### src/rtl/cas_pkg.sv
package cas_pkg;
  localparam logic [2:0] CMD_NOP = 3'd0;
  localparam logic [2:0] CMD_MRS = 3'd1;
  localparam logic [2:0] CMD_ACT = 3'd2;
  localparam logic [2:0] CMD_RD  = 3'd3;
  localparam logic [2:0] CMD_WR  = 3'd4;

  localparam int AL_MAX  = 4;
  localparam int CL_MIN  = 3;
  localparam int CL_MAX  = 5;
  localparam int LAT_MAX = AL_MAX + CL_MAX;
  localparam int LAT_W   = $clog2(LAT_MAX + 1);
endpackage

### src/rtl/cas_mode_regs.sv
module cas_mode_regs #(
  parameter int ADDR_W = 14,
  parameter int T_RCD  = 4
) (
  input  logic              clk_i,
  input  logic              rst_ni,
  input  logic              load_i,
  input  logic [1:0]        ba_i,
  input  logic [ADDR_W-1:0] addr_i,
  output logic [2:0]        al_o,
  output logic [2:0]        cl_o,
  output logic              hts_o,
  output logic              cl_ok_o,
  output logic              mode_err_o
);
  import cas_pkg::*;

  localparam logic [ADDR_W-1:0] HTS_BIT = ADDR_W'(1) << 7;

  logic [2:0] al_q, cl_q;
  logic       hts_q, err_q;
  logic       al_bad, cl_bad, emr2_bad;

  assign al_bad   = int'(addr_i[5:3]) > AL_MAX || int'(addr_i[5:3]) > T_RCD;
  assign cl_bad   = int'(addr_i[6:4]) < CL_MIN || int'(addr_i[6:4]) > CL_MAX;
  assign emr2_bad = |(addr_i & ~HTS_BIT);

  always_ff @(posedge clk_i or negedge rst_ni) begin
    if (!rst_ni) begin
      al_q  <= '0;
      cl_q  <= '0;
      hts_q <= 1'b0;
      err_q <= 1'b0;
    end else begin
      err_q <= 1'b0;
      if (load_i) begin
        unique case (ba_i)
          2'd0: if (cl_bad) err_q <= 1'b1; else cl_q <= addr_i[6:4];
          2'd1: if (al_bad) err_q <= 1'b1; else al_q <= addr_i[5:3];
          2'd2: if (emr2_bad) err_q <= 1'b1; else hts_q <= addr_i[7];
          default: ; // third extended register: accepted, no effect
        endcase
      end
    end
  end

  assign al_o       = al_q;
  assign cl_o       = cl_q;
  assign hts_o      = hts_q;
  assign mode_err_o = err_q;
  assign cl_ok_o    = int'(cl_q) >= CL_MIN;

  assert_hts_set_R7: assert property (@(posedge clk_i) disable iff (!rst_ni)
    load_i && ba_i == 2'd2 && addr_i == HTS_BIT |=> hts_o);
  assert_reject_hold_R2: assert property (@(posedge clk_i) disable iff (!rst_ni)
    mode_err_o |-> $stable(al_o) && $stable(cl_o) && $stable(hts_o));
endmodule

### src/rtl/cas_row_timer.sv
module cas_row_timer #(
  parameter int T_RCD = 4,
  localparam int CW   = $clog2(T_RCD + 1)
) (
  input  logic          clk_i,
  input  logic          rst_ni,
  input  logic          act_i,
  output logic          open_o,
  output logic [CW-1:0] gap_o
);
  logic [CW-1:0] gap_q;
  logic          open_q;

  always_ff @(posedge clk_i or negedge rst_ni) begin
    if (!rst_ni) begin
      gap_q  <= '0;
      open_q <= 1'b0;
    end else if (act_i) begin
      gap_q  <= CW'(1);
      open_q <= 1'b1;
    end else if (open_q && int'(gap_q) < T_RCD) begin
      gap_q <= gap_q + CW'(1);
    end
  end

  assign open_o = open_q;
  assign gap_o  = gap_q;

  assert_gap_sat_R8: assert property (@(posedge clk_i) disable iff (!rst_ni)
    int'(gap_o) <= T_RCD);
  assert_act_restart_R8: assert property (@(posedge clk_i) disable iff (!rst_ni)
    act_i |=> open_o && gap_o == CW'(1));
endmodule

### src/rtl/cas_lat_pipe.sv
module cas_lat_pipe #(
  parameter int MAXL = 9,
  parameter int LW   = 4
) (
  input  logic          clk_i,
  input  logic          rst_ni,
  input  logic          fire_i,
  input  logic [LW-1:0] lat_i,
  output logic          out_o
);
  logic [MAXL-1:0] sr_q, sr_d;

  // slot k fires k+1 cycles from now; a latency is dropped into its slot
  always_comb begin
    sr_d = {1'b0, sr_q[MAXL-1:1]};
    for (int i = 0; i < MAXL; i++)
      if (fire_i && int'(lat_i) == i + 1) sr_d[i] = 1'b1;
  end

  always_ff @(posedge clk_i or negedge rst_ni) begin
    if (!rst_ni) sr_q <= '0;
    else         sr_q <= sr_d;
  end

  assign out_o = sr_q[0] | (fire_i && lat_i == '0);

  assert_lat_one_R4: assert property (@(posedge clk_i) disable iff (!rst_ni)
    fire_i && lat_i == LW'(1) |=> out_o);
  assert_zero_lat_R4: assert property (@(posedge clk_i) disable iff (!rst_ni)
    fire_i && lat_i == '0 |-> out_o);
endmodule

### src/rtl/cas_latency_sched.sv
module cas_latency_sched #(
  parameter int ADDR_W = 14,
  parameter int T_RCD  = 4
) (
  input  logic              clk_i,
  input  logic              rst_ni,
  input  logic [2:0]        cmd_i,
  input  logic [1:0]        ba_i,
  input  logic [ADDR_W-1:0] addr_i,
  output logic              rd_issue_o,
  output logic              wr_issue_o,
  output logic              rd_valid_o,
  output logic              wr_expect_o,
  output logic [2:0]        al_o,
  output logic [2:0]        cl_o,
  output logic              hts_o,
  output logic              mode_err_o,
  output logic              timing_err_o
);
  import cas_pkg::*;

  localparam int CW     = $clog2(T_RCD + 1);
  localparam int NPIPES = 4;

  logic          is_rd, is_wr, col, bad, cl_ok, row_open, terr_q;
  logic [CW-1:0] gap;
  logic [2:0]    al, cl;
  logic [LAT_W-1:0] rl, wl;
  logic [NPIPES-1:0] fire, strobe;
  logic [LAT_W-1:0]  lat [NPIPES];

  assign is_rd = cmd_i == CMD_RD;
  assign is_wr = cmd_i == CMD_WR;
  assign col   = is_rd | is_wr;

  cas_mode_regs #(.ADDR_W(ADDR_W), .T_RCD(T_RCD)) i_mode (
    .clk_i, .rst_ni,
    .load_i(cmd_i == CMD_MRS), .ba_i, .addr_i,
    .al_o(al), .cl_o(cl), .hts_o, .cl_ok_o(cl_ok), .mode_err_o
  );

  cas_row_timer #(.T_RCD(T_RCD)) i_row (
    .clk_i, .rst_ni, .act_i(cmd_i == CMD_ACT), .open_o(row_open), .gap_o(gap)
  );

  assign bad = col && (!cl_ok || !row_open || int'(gap) + int'(al) < T_RCD);
  assign rl  = LAT_W'(al) + LAT_W'(cl);
  assign wl  = rl - LAT_W'(1);

  assign fire = {is_wr && !bad, is_rd && !bad, is_wr && !bad, is_rd && !bad};
  assign lat[0] = LAT_W'(al);
  assign lat[1] = LAT_W'(al);
  assign lat[2] = rl;
  assign lat[3] = wl;

  for (genvar g = 0; g < NPIPES; g++) begin : g_pipe
    cas_lat_pipe #(.MAXL(LAT_MAX), .LW(LAT_W)) i_pipe (
      .clk_i, .rst_ni, .fire_i(fire[g]), .lat_i(lat[g]), .out_o(strobe[g])
    );
  end

  always_ff @(posedge clk_i or negedge rst_ni) begin
    if (!rst_ni) terr_q <= 1'b0;
    else         terr_q <= bad;
  end

  assign rd_issue_o   = strobe[0];
  assign wr_issue_o   = strobe[1];
  assign rd_valid_o   = strobe[2];
  assign wr_expect_o  = strobe[3];
  assign al_o         = al;
  assign cl_o         = cl;
  assign timing_err_o = terr_q;

  assert_al_range_R2: assert property (@(posedge clk_i) disable iff (!rst_ni)
    int'(al_o) <= AL_MAX);
  assert_cl_range_R3: assert property (@(posedge clk_i) disable iff (!rst_ni)
    cl_o == 3'd0 || (int'(cl_o) >= CL_MIN && int'(cl_o) <= CL_MAX));
  assert_no_open_row_R8: assert property (@(posedge clk_i) disable iff (!rst_ni)
    col && !row_open |=> timing_err_o);
  assert_unset_cl_R9: assert property (@(posedge clk_i) disable iff (!rst_ni)
    col && cl_o == 3'd0 |=> timing_err_o);
endmodule

### config.mk
export PLATFORM = sky130hd
export DESIGN_NAME = cas_latency_sched
export DESIGN_NICKNAME = d
export VERILOG_FILES = /design/src/rtl/cas_pkg.sv /design/src/rtl/cas_mode_regs.sv /design/src/rtl/cas_row_timer.sv /design/src/rtl/cas_lat_pipe.sv /design/src/rtl/cas_latency_sched.sv
export SDC_FILE = /design/constraint.sdc
export NUM_CORES = 1
export LEC_CHECK = 0
export BUFFER_PORTS_ARGS = -buffer_cell sky130_fd_sc_hd__buf_2
export CAP_MARGIN = 30
export CORE_UTILIZATION = 35
export CTS_CLUSTER_DIAMETER = 150
export DETAILED_ROUTE_END_ITERATION = 7
export SLEW_MARGIN = 20
export SYNTH_ARGS = -nofsm -noshare
export SYNTH_HDL_FRONTEND = slang
export SYNTH_SLANG_ARGS = --single-unit
### constraint.sdc
create_clock -name clk_i -period 2.9 [get_ports clk_i]
set_input_delay 0.145 -clock clk_i [delete_from_list [all_inputs] [get_ports clk_i]]
set_output_delay 0.145 -clock clk_i [all_outputs]
set_load 0.02 [all_outputs]
# Yosys cells after proc, flatten, opt, wreduce, memory -nomap -nowiden
# Index checks and enable logic that the tools add are counted.
# classes
bitwise_logic,8
eq_ne,31
order_cmp,6
add_sub_neg,4
n_mux,39
n_reduce_logical,55
# op_table
operator,n
"== test 4 bit, second input constant",12
logical AND 1 bit,40
2-to-1 mux 1 bit,36
"== test 4 x 3 -> 1 bit, second input constant",4
"== test 3 bit, second input constant",5
OR reduction 13 bit,1
"== test 3 x 2 -> 1 bit, second input constant",4
zero test 4 bit,3
AND reduction 3 bit,3
adder 3 x 3 -> 4 bit,2
"== test 4 x 2 -> 1 bit, second input constant",2
"== test 3 x 1 -> 1 bit, second input constant",2
"greater-than comparator 3 bit, second input constant",2
2-to-1 mux 3 bit,2
OR 1 bit,5
"< comparator 4 x 3 -> 1 bit, second input constant",1
"subtractor 4 x 1 -> 4 bit, second input constant",1
"adder 3 x 1 -> 3 bit, second input constant",1
"greater-or-equal comparator 3 x 2 -> 1 bit, second input constant",1
zero test 1 bit,3
logical OR 1 bit,3
"< comparator 3 x 2 -> 1 bit, second input constant",1
"< comparator 3 bit, second input constant",1
NOT 1 bit,3
other kinds (5),5
# totals
reg_bits,45
elab_cells,154
output_inout_bits,13

# Logic depth before layout (Yosys ltp)
# depth
ltp_word,9
ltp_mapped,6
mapped_depth_nobuf,6

# Modules after synthesis
# A second synthesis with hierarchy kept.
# unflattened
hier_cells,185
hier_area_um2,2299.7
# modules_own_cells
module,cells_per_inst,n_inst,seq_area_each_um2,area_each_um2
cas_lat_pipe,25,4,225.2,361.6
cas_mode_regs,40,1,200.2,415.4
cas_latency_sched,30,1,25.0,254.0
cas_row_timer,15,1,100.1,183.9

# Worst setup path after synthesis
# OpenSTA, ideal clock, no wires.
# synth_timing
path_type,reg2out
from,reg i_mode.cl_q[0] (netlist: i_mode.cl_o[0])
to,out rd_valid_o
path_stages_with_launch,6
arrival_ns,2.019
slack_ns,0.736
t_required_ns,2.755
path_cell_list,dfrtp_1 ha_1 fa_1 or2_2 a21oi_1 a31o_1
# synth_between
elab_chain_cells,9
elab_cells_between_ends,11
# synth_rtl
item,line,rtl
"start, declared",cas_mode_regs.sv:20,"logic [2:0] al_q, cl_q;"
"start signal, assigned",cas_mode_regs.sv:31,cl_q <= '0;
"start signal, assigned",cas_mode_regs.sv:38,2'd0: if (cl_bad) err_q <= 1'b1; else cl_q <= addr_i[6:4];
greater-or-equal comparator 3 x 2 -> 1 bit,cas_mode_regs.sv:51,assign cl_ok_o = int'(cl_q) >= CL_MIN;
zero test 1 bit,cas_latency_sched.sv:46,assign bad = col && (!cl_ok || !row_open || int'(gap) + int'(al) < T_RCD);
logical OR 1 bit (2 in a row),cas_latency_sched.sv:46,
logical AND 1 bit,cas_latency_sched.sv:46,
zero test 1 bit,cas_latency_sched.sv:50,"assign fire = {is_wr && !bad, is_rd && !bad, is_wr && !bad, is_rd && !bad};"
logical AND 1 bit,cas_latency_sched.sv:50,
logical AND 1 bit *,cas_lat_pipe.sv:25,assign out_o = sr_q[0] | (fire_i && lat_i == '0);
OR 1 bit *,cas_lat_pipe.sv:25,
"end, declared",cas_latency_sched.sv:12,"output logic rd_valid_o,"
# Every way passes the cells marked *; elsewhere a longest branch is shown, timed or not.

# Worst setup path after layout
# layout_timing
from,reg i_mode.al_q[0] (netlist: i_mode.al_o[0])
to,out wr_expect_o
# layout_between
elab_chain_cells,8
elab_cells_between_ends,11
# layout_rtl
item,line,rtl
"start, declared",cas_mode_regs.sv:20,
"start signal, assigned",cas_mode_regs.sv:30,al_q <= '0;
"start signal, assigned",cas_mode_regs.sv:39,2'd1: if (al_bad) err_q <= 1'b1; else al_q <= addr_i[5:3];
adder 3 x 3 -> 4 bit,cas_latency_sched.sv:46,
< comparator 4 x 3 -> 1 bit,cas_latency_sched.sv:46,
logical OR 1 bit,cas_latency_sched.sv:46,
logical AND 1 bit,cas_latency_sched.sv:46,
zero test 1 bit,cas_latency_sched.sv:50,
logical AND 1 bit,cas_latency_sched.sv:50,
logical AND 1 bit *,cas_lat_pipe.sv:25,
OR 1 bit *,cas_lat_pipe.sv:25,
"end, declared",cas_latency_sched.sv:13,"output logic wr_expect_o,"
# Marked as above.

==> key figures <==
Setup path
  – Reg-to-reg slack, setup: 0.68 ns
  – FF-to-FF path depth: 5
  – Crit-path leading delay family: adder cells
  – CP Class: flop to primary output
  – RR Startpoint: i_mode.al_o[0]
  – R2r endpoint: g_pipe[3].i_pipe.sr_q[1]
  – CP cell instances: ha_1 > fa_1 > or2_2 > a21oi_1 > a31o_1 > buf_2
  – CP Capture Type: primary output
  – CP arrival: 2.57 ns
  – Critical Path RT: 2.76 ns
  – Critical path's slowest cell: dfrtp_1
  – Worst path bufs/invs: 1
  – Stages on the worst setup path: 6
  – Worst Setup EP: wr_expect_o
  – Startpoint Class: flop
  – CP peak stage delay: 0.51 ns
  – Max FO, Critical Path: 12
  – Worst Setup SP: i_mode.al_o[0]

Place
  – RD Place Congestion: 0.768
  – DP HPWL: 3210 µm
  – IO Port Bufs: 33

CTS
  – CTS root buf: clkbuf_8
  – CTS tree: built
  – CTS H-Tree Depth: 2
  – Maximum clock insertion buffer count: 2
  – # clock sinks: 45
  – Postcts setup bufs: 0
  – Clock Latency Late Sink: 0.30 ns
  – Clk slew on worst S/H paths: 0.08 ns
  – Num CTS Buffers: 5

Global routing
  – Grt total ovfl: 0
  – First-pass GRT wire length: 7580 µm
  – Gr usage total: 15.9%
  – Initial antenna violation count: 0
  – Vias in the first global route: 1552
  – Pin count of the biggest net entering global routing: 28

Layout
  – Area Overhead vs Synth: 18.4%
  – N_diodes: 0
  – Final Util: 43.9%
  – Area taken by multi-input logic gates: 906 µm²
  – FILL cells: 537
  – Layout cell share with drive strength beyond 1: 24.5%
  – NumNets Final: 247
  – Seq. cell area: 1130 µm²

Synthesis
  – Yosys reg bits: 45
  – Ys flop type: dfrtp_1
  – Syn. warnings: 0
  – Dominant cell type by area after synthesis: dfrtp_1
  – Post-synth EDFFs: 0
  – FFs w/ async S/R, synth: 100%
  – Mean post-synth cell area: 11.6 µm²
  – Largest family of logic cells by synthesized area: compound AO/OA/AOI/OAI gates
  – Post-synthesis mux area share: 1.02%
  – Top cell type's share of synthesized area: 53.8%
  – Synthesized instance count: 180
  – Most frequent cells after synthesis: 45 x dfrtp_1, 14 x a31o_1, 14 x nor2_1
  – Synth cell types: 44
  – Post-synthesis adder-cell area fraction: 4.55%
  – Syn Std Cell Area: 2090 µm²
  – Cell with the most instances after synthesis: dfrtp_1
  – Top post-synthesis cells by area: dfrtp_1 54%, a31o_1 5.9%, ha_1 3.6%
  – Register area share after synthesis: 53.8%
  – Synth Area in Simple Gates: 16.9%
  – Post-synthesis compound-gate area fraction: 20.5%
  – XOR/XNOR Fraction of Synth Area: 0.419%
  – Syn_nets: 208

Power
  – Final Power: 1.72 mW
  – Max IR drop VDD: 0.352 mV
  – Lkg Pwr: 1.24 nW
  – PwrDens: 694 nW/µm²

Floorplanning
  – Core Region: 5640 µm²
  – Full die area: 6290 µm²
  – Die H: 79.3 µm
  – Rows: 27
  – Die width: 79.3 µm
  – Boundary Pins: 34
  – Initial Util: 37.1%

Hold path
  – Hold depth: 2
  – Worst hold path type: primary input to flop

Drt
  – Detail Route Antenna Nets: 0
  – DRC viols: 0
  – WL/cell: 15.0 µm
  – Via count: 1533
  – Pre-antenna DRT Iters: 5
  – Final wirelength: 4390 µm
  – Iter 0 DRT Violations: 61
  – Vias per std cell: 5.25

STA
  – Final Cycle Share: 93.5%
  – Layout Skew: 0.00513 ns
  – Final Hold Viols: 0
  – Worst rel slew slack: 68.8%
  – RSZ-0062 raised after global routing: false
  – Setup violations, final: 0
  – Max Clock Freq: 369 MHz
  – Worst Tran Pin Value: 0.468 ns
  – Hold Slack: 0.0672 ns
  – Final Max Slew Viols: 0
  – Setup TNS Final: 0 ns
  – Tmin final: 2.71 ns

Status
  – Status: complete, no violations

Flow run
  – Max cap viols: 0
## cells by family (layout without fill, tap and decap cells)
kind of cell | Yosys count | count (layout)
compound gates | 55 | 55
xor+xnor | 1 | 1
fa+ha+maj | 7 | 7
buf+inv | 12 | 52
flops | 45 | 45
mux | 2 | 2
simple gates | 58 | 58
## worst register-to-register path, delay by kind of cell (launching register included)
| family | cells | cell delay [ns] |
|---|---|---|
| fa+ha+maj | 2 | 0.73 |
| compound gates | 2 | 0.56 |
| flops | 1 | 0.51 |
| simple gates | 1 | 0.34 |
## cells in the final DEF (no fill, tap or decap), types with 2 or more instances in the layout
master / n
nor3_1: 3
and3_1: 2
nand3_1: 4
or2_2: 3
nor3b_1: 4
ha_1: 6
nor4b_2: 2
buf_4: 4
clkbuf_8: 5
nand2b_1: 2
o21a_1: 3
inv_1: 5
a21o_1: 7
nor2_1: 14
a21oi_1: 9
nor4_1: 3
o21ai_0: 2
buf_2: 33
o21bai_1: 8
nand3b_1: 6
nand2_1: 7
a31o_1: 14
dfrtp_1: 45
nand4b_1: 2
a41o_1: 4
## state kept, by name, indices dropped and copies added, names as in the netlist
name                count
i_mode.al_o             3
g_pipe.i_pipe.sr_q     32
i_mode.cl_o             3
i_mode.mode_err_o       1
i_row.open_o            1
timing_err_o            1
i_row.gap_o             3
i_mode.hts_o            1
## per-stage QoR
step	instances	worst slack, ns	cell area, µm²
4_1_cts	292	0.197	2480
3_3_place_gp	282	0.572	2340
5_1_grt	292	0.00174	2480
6_report	292	0.188	2480
2_1_floorplan	180	0.736	2090
3_5_place_dp	283	0.532	2360
## repair_timing
action / in CTS / in global routing
hold endpoints to repair: 18 / 0
resized for setup: 0 / 0
hold buffers: 1 / 0
## layer usage
metal / GRT usage [%] / up-vias / wire length (µm)
li1: - / 742 / -
met1: 20.5 / 758 / 2040
met2: 25.9 / 26 / 2100
met3: 3.68 / 7 / 169
met4: 6.00 / 0 / 80
met5: 0 / - / 0
## report_power, final
group | total (mW) | internal (mW) | switching [mW] | leakage (nW)
Clock | 0.475 | 0.259 | 0.216 | 0.0554
Sequential | 0.742 | 0.693 | 0.0489 | 0.598
Combinational | 0.504 | 0.214 | 0.289 | 0.588
## worst min-delay path by stage
stage                                           to  slack (ns)       from
after floorplan           g_pipe[0].i_pipe.sr_q[0]       -0.15     rst_ni
after global placement              i_mode.cl_o[2]        0.36     rst_ni
after detailed placement            i_mode.cl_o[2]        0.13     rst_ni
after CTS                             i_mode.hts_o        0.07  addr_i[7]
after global routing                  i_mode.hts_o        0.07  addr_i[7]
final                                 i_mode.hts_o        0.07  addr_i[7]
## layout make-up
type                            count  area share [%]
Inverter                            5           0.758
Multi-Input combinational cell    123            36.6
Tap cell                           72            3.64
Clock inverter                      2            1.57
Timing Repair Buffer               39            9.09
Sequential cell                    45            45.5
Clock buffer                        6            2.93
No activity file was read; power rests on OpenSTA's default activity.
